==> config.mk <==
export PLATFORM = sky130hd
export DESIGN_NAME = bidir_shift_reg
export DESIGN_NICKNAME = d
export VERILOG_FILES = /design/src/rtl/shreg_pkg.sv /design/src/rtl/shreg_next.sv /design/src/rtl/shreg_store.sv /design/src/rtl/shreg_drive.sv /design/src/rtl/bidir_shift_reg.sv
export SDC_FILE = /design/constraint.sdc
export NUM_CORES = 1
export LEC_CHECK = 0
export BUFFER_PORTS_ARGS = -buffer_cell sky130_fd_sc_hd__buf_4
export CORE_UTILIZATION = 37
export DETAILED_ROUTE_END_ITERATION = 12
export HOLD_SLACK_MARGIN = 0.03
export PLACE_DENSITY_LB_ADDON = 0.05
export SETUP_SLACK_MARGIN = 0.3
export SYNTH_ARGS = -nofsm -noshare
export SYNTH_HDL_FRONTEND = slang
export SYNTH_HIERARCHICAL = 1
export SYNTH_SLANG_ARGS = --single-unit
==> constraint.sdc <==
create_clock -name clk -period 1.3 [get_ports clk]
set_clock_uncertainty 0.15 [all_clocks]
set_input_delay 0.065 -clock clk [delete_from_list [all_inputs] [get_ports clk]]
set_output_delay 0.065 -clock clk [all_outputs]
set_load 0.02 [all_outputs]
==> src/rtl/shreg_pkg.sv <==
// Package: shared mode encoding for the bidirectional shift register.
// Assumes the two mode bits arrive as a plain vector at the top level.
package shreg_pkg;

    // Mode codes; the values are fixed because callers drive them directly.
    typedef enum logic [1:0] {
        MODE_HOLD = 2'b00,
        MODE_UP   = 2'b01,
        MODE_DOWN = 2'b10,
        MODE_LOAD = 2'b11
    } shmode_e;

endpackage

==> src/rtl/shreg_next.sv <==
// Module: shreg_next
// Computes the next register value for each mode, one selector per bit.
// Assumes cur is the present register content. Has no clock.
module shreg_next
    import shreg_pkg::*;
#(
    parameter int WIDTH = 8
) (
    input  shmode_e           mode,
    input  logic [WIDTH-1:0]  cur,
    input  logic [WIDTH-1:0]  par_in,
    input  logic              ser_lo,
    input  logic              ser_hi,
    output logic [WIDTH-1:0]  nxt
);

    localparam int TOP = WIDTH - 1;

    for (genvar i = 0; i < WIDTH; i++) begin : g_bit
        logic from_below;
        logic from_above;
        logic bit_nxt;

        // End bits take the serial inputs; inner bits take their neighbours.
        if (i == 0) begin : g_lo_end
            assign from_below = ser_lo;
        end else begin : g_lo_mid
            assign from_below = cur[i-1];
        end

        if (i == TOP) begin : g_hi_end
            assign from_above = ser_hi;
        end else begin : g_hi_mid
            assign from_above = cur[i+1];
        end

        // Choose this bit's source from the mode.
        always_comb begin
            case (mode)
                MODE_UP:   bit_nxt = from_below;
                MODE_DOWN: bit_nxt = from_above;
                MODE_LOAD: bit_nxt = par_in[i];
                default:   bit_nxt = cur[i];
            endcase
        end

        assign nxt[i] = bit_nxt;
    end

endmodule

==> src/rtl/shreg_store.sv <==
// Module: shreg_store
// The storage flops with a synchronous active-low clear that wins over
// the data path. Assumes rst_n meets setup to clk like any data input.
module shreg_store #(
    parameter int WIDTH = 8
) (
    input  logic              clk,
    input  logic              rst_n,
    input  logic [WIDTH-1:0]  nxt,
    output logic [WIDTH-1:0]  q
);

    // Capture the next value, or zeros when the clear is asserted.
    always_ff @(posedge clk) begin
        if (!rst_n) begin
            q <= '0;
        end else begin
            q <= nxt;
        end
    end

endmodule

==> src/rtl/shreg_drive.sv <==
// Module: shreg_drive
// Decides whether the shared parallel pins are driven. Purely
// combinational: both enables must be low and load must not be selected.
module shreg_drive
    import shreg_pkg::*;
(
    input  logic    en_a_n,
    input  logic    en_b_n,
    input  shmode_e mode,
    output logic    drive
);

    logic enables_ok;
    logic pins_free;

    // Both active-low enables asserted.
    assign enables_ok = ~en_a_n & ~en_b_n;

    // Load mode hands the pins to the external source.
    assign pins_free = (mode != MODE_LOAD);

    assign drive = enables_ok & pins_free;

endmodule

==> src/rtl/bidir_shift_reg.sv <==
// Module: bidir_shift_reg (top)
// A shift/storage register with shared parallel pins. It has hold, shift
// up, shift down and load modes and a synchronous clear. Two always-on end
// taps allow chaining. The shared pins are split into par_in, par_out and
// par_drive; the pad ring merges them.
module bidir_shift_reg
    import shreg_pkg::*;
#(
    parameter int WIDTH = 8
) (
    input  logic              clk,
    input  logic              rst_n,
    input  logic [1:0]        mode,
    input  logic              en_a_n,
    input  logic              en_b_n,
    input  logic              ser_lo,
    input  logic              ser_hi,
    input  logic [WIDTH-1:0]  par_in,
    output logic [WIDTH-1:0]  par_out,
    output logic              par_drive,
    output logic              tap_lo,
    output logic              tap_hi
);

    localparam int TOP = WIDTH - 1;

    shmode_e          mode_e;
    logic [WIDTH-1:0] state_q;
    logic [WIDTH-1:0] state_nxt;

    assign mode_e = shmode_e'(mode);

    shreg_next #(.WIDTH(WIDTH)) u_next (
        .mode   (mode_e),
        .cur    (state_q),
        .par_in (par_in),
        .ser_lo (ser_lo),
        .ser_hi (ser_hi),
        .nxt    (state_nxt)
    );

    shreg_store #(.WIDTH(WIDTH)) u_store (
        .clk   (clk),
        .rst_n (rst_n),
        .nxt   (state_nxt),
        .q     (state_q)
    );

    shreg_drive u_drive (
        .en_a_n (en_a_n),
        .en_b_n (en_b_n),
        .mode   (mode_e),
        .drive  (par_drive)
    );

    // Register contents offered to the pins and to the end taps.
    assign par_out = state_q;
    assign tap_lo  = state_q[0];
    assign tap_hi  = state_q[TOP];

endmodule

==> results.md <==
* Worst hold slack at 0.0798 ns
* Compound-Gate Fraction of Synth Area at 2.50%
* Synth Flop Type: dfxtp_1
* Most flop-heavy register: u_store/q
* GRT overflow at 0
* Avg Inst Size Synth at 13.5 µm²
* Register bit total from synthesis at 8
* Synth Area in Simple Gates at 10.0%
* Synth Net Count at 53
* Largest family of logic cells by synthesized area: multiplexers
* WL/cell at 14.6 µm
* Unrepaired setup endpoints after global routing: true
* Crit path largest cell delay at roughly 0.47 ns
* Max_slew headroom at 83.9%
* VDD IR max at 0.621 mV
* Pint at 0.490 mW
* Synth async-reset ratio at 0%
* Synth area leader: mux4_2
* Worst-path clk slew at 0.06 ns
* Mapped cell area at 500 µm²
* Synth top cells by count: buf_4 (10), and2_1 (8), dfxtp_1 (8), mux4_2 (8), buf_6 (2)
* CP Data Arrival Time at approximately 1.2 ns
* DR vias/cell at around 5
* Clk_lat worst skew at roughly 0.25 ns
* Maxcap violations at 0
* Top Family by Delay on Critical Path: multiplexers
* Combinational power share at 27.4%
* # IOs at 27
* Via count at 371
* CP Class: flip-flop to flip-flop
* Die area at between 1500 and 2000 µm²
* Clk pwr share at 31.4%
* Root buf cell: clkbuf_4
* Fin crit share at 93.7%
* FP Rows at 12
* CP startpoint: u_store/q[4]
* Clock Sinks at 8
* R2r startpoint: u_store/q[4]
* Clock Path Buffers at 2
* Largest register FFs at 8
* Routed Wire Length at 1050 µm
* TritonCTS Buffers at 3
* LEAKAGE at 0.318 nW
* First-pass GRT wire length at around 1700 µm
* Hold Fails Final Rpt at 0
* Critical path launch point type: flip-flop
* Std-Cell Core Area at 1190 µm²
* Crit-path max FO at 4
* Mux contribution to synthesized area at 36.0%
* Count leader, synth: buf_4
* Largest regs: u_store/q x8
* Final slew viol count at 0
* FMAX at 0.821 GHz
* Final HPWL DP at 753 µm
* Final worst slack at 0.0824 ns
* Initial Utilization at 42.2%
* Post-route ant nets at 0
* Final setup fails at 0
* Worst path buffer plus inverter count at 0
* Synth cell types at 6
* GRT Util Overall at 18.1%
* Yosys top cell area share at 36.0%
* Tmin final at 1.22 ns
* CP Capture Type: flip-flop
* Residual DRC at 0
* Initial antenna violation count at 0
* Status: finished, final reports clean
* Area contributors post-synth: mux4_2 (36%), dfxtp_1 (32%), buf_4 (15%)
* IO Port Bufs at 26
* Router iterations before antenna repair at 4
* Worst path slowest cell: mux4_2
* XOR/XNOR Fraction of Synth Area at 0%
* Vias in the first global route at 389
* Synth Area in Adders at 0%
* Seq pwr share at 41.2%
* Gpl congestion at 0.692
* Post-synthesis cell count at 37
* Die H at 38.8 µm
* CTS tree: yes
* Die outline width at slightly below 40 µm
* Ant. Diodes at 0
* Psw at approximately 0.17 mW
* Initial detailed-routing violation count at 2
* Switching power share of the total at 26.0%
* Worst Max-Slew Pin Slew at ~0.24 ns
* Area Overhead vs Synth at 46.0%
* Critical-path cell list: mux4_2 -> and2_4
* Number of H-tree levels at 1
* Layout cells sized above 1 at 84.5%
* Min-delay src: par_in[0]
* YS warnings at 6
* Critical path required time at 1.30 ns
* Largest net degree at the start of global routing at 10
* Setup Slack @ Placement at 0.102 ns
* Post-synth EDFFs at 0
* PnR Total Power at between 0.6 and 0.7 mW
* Post-synthesis sequential area ratio at roughly a third
* Worst min path class: input pin to flip-flop
* Flop-to-flop setup slack at roughly 0.08 ns
* Post-layout nets at 75
* Pwr dens at 905 nW/µm²
==> what timing repair did <==
item,4_1_cts,5_1_grt
resized for setup,0,11
endpoints found under the hold margin,8,0
endpoints found under the setup margin,8,16
pin swaps,2,0
cloned,0,0
hold buffers,1,0
setup buffers,1,1
==> metrics by stage <==
step | utilization (%) | area (µm²) | TNS (ns) | cells
after detailed placement | 54.0 | 641 | 0 | 65
after CTS | 57.7 | 684 | 0 | 71
after global routing | 61.6 | 731 | 0 | 72
final | 61.6 | 731 | 0 | 72
after global placement | 54.0 | 641 | 0 | 65
after floorplan | - | 556 | -0.101 | 37
==> worst paths after layout <==
kind / cells past startpoint / end
setup reg to reg: 2 / u_store/q[5]
hold reg to reg: 2 / u_store/q[0]
setup / recovery: 2 / u_store/q[5]
hold / removal: 3 / u_store/q[0]
==> power groups by stage <==
stage / sequential, mW / clock (mW) / combinational (mW)
floorplan: 0.292 / 0 / 0.127
global placement: 0.275 / 0 / 0.158
detailed placement: 0.278 / 0 / 0.161
CTS: 0.272 / 0.218 / 0.167
global route: 0.276 / 0.244 / 0.194
finish: 0.273 / 0.208 / 0.181
==> cell usage in the layout, fill, tap and decap left out, types with 3 or more instances in the layout <==
| cell type | instances |
|---|---|
| clkbuf_4 | 3 |
| dfxtp_4 | 7 |
| mux4_2 | 8 |
| buf_4 | 19 |
| and2_1 | 7 |
| buf_6 | 9 |
==> tightest hold or removal path, stage by stage <==
cell and delay (ns):
buf_4 0.07, mux4_2 0.20, and2_1 0.11
==> cell type report <==
cell class              count  area (µm²)
clock buffers               4        26.3
multi-input cells          17         245
repair buffers             29         254
flip-flops and latches      8         188
fillers                   101         455
well taps                  14        17.5
==> logic make-up after synthesis <==
family	Yosys count
buf+inv	12
mux	8
simple gates	8
compound gates	1
flops	8
==> routing by layer <==
metal / up-vias / wire (µm) / global-route usage, %
li1: 170 / - / -
met4: 0 / 0 / 7.76
met3: 0 / 69 / 6.94
met1: 181 / 432 / 19.5
met5: - / 0 / 0
met2: 20 / 548 / 31.3
(Power assumes the default switching activity.)
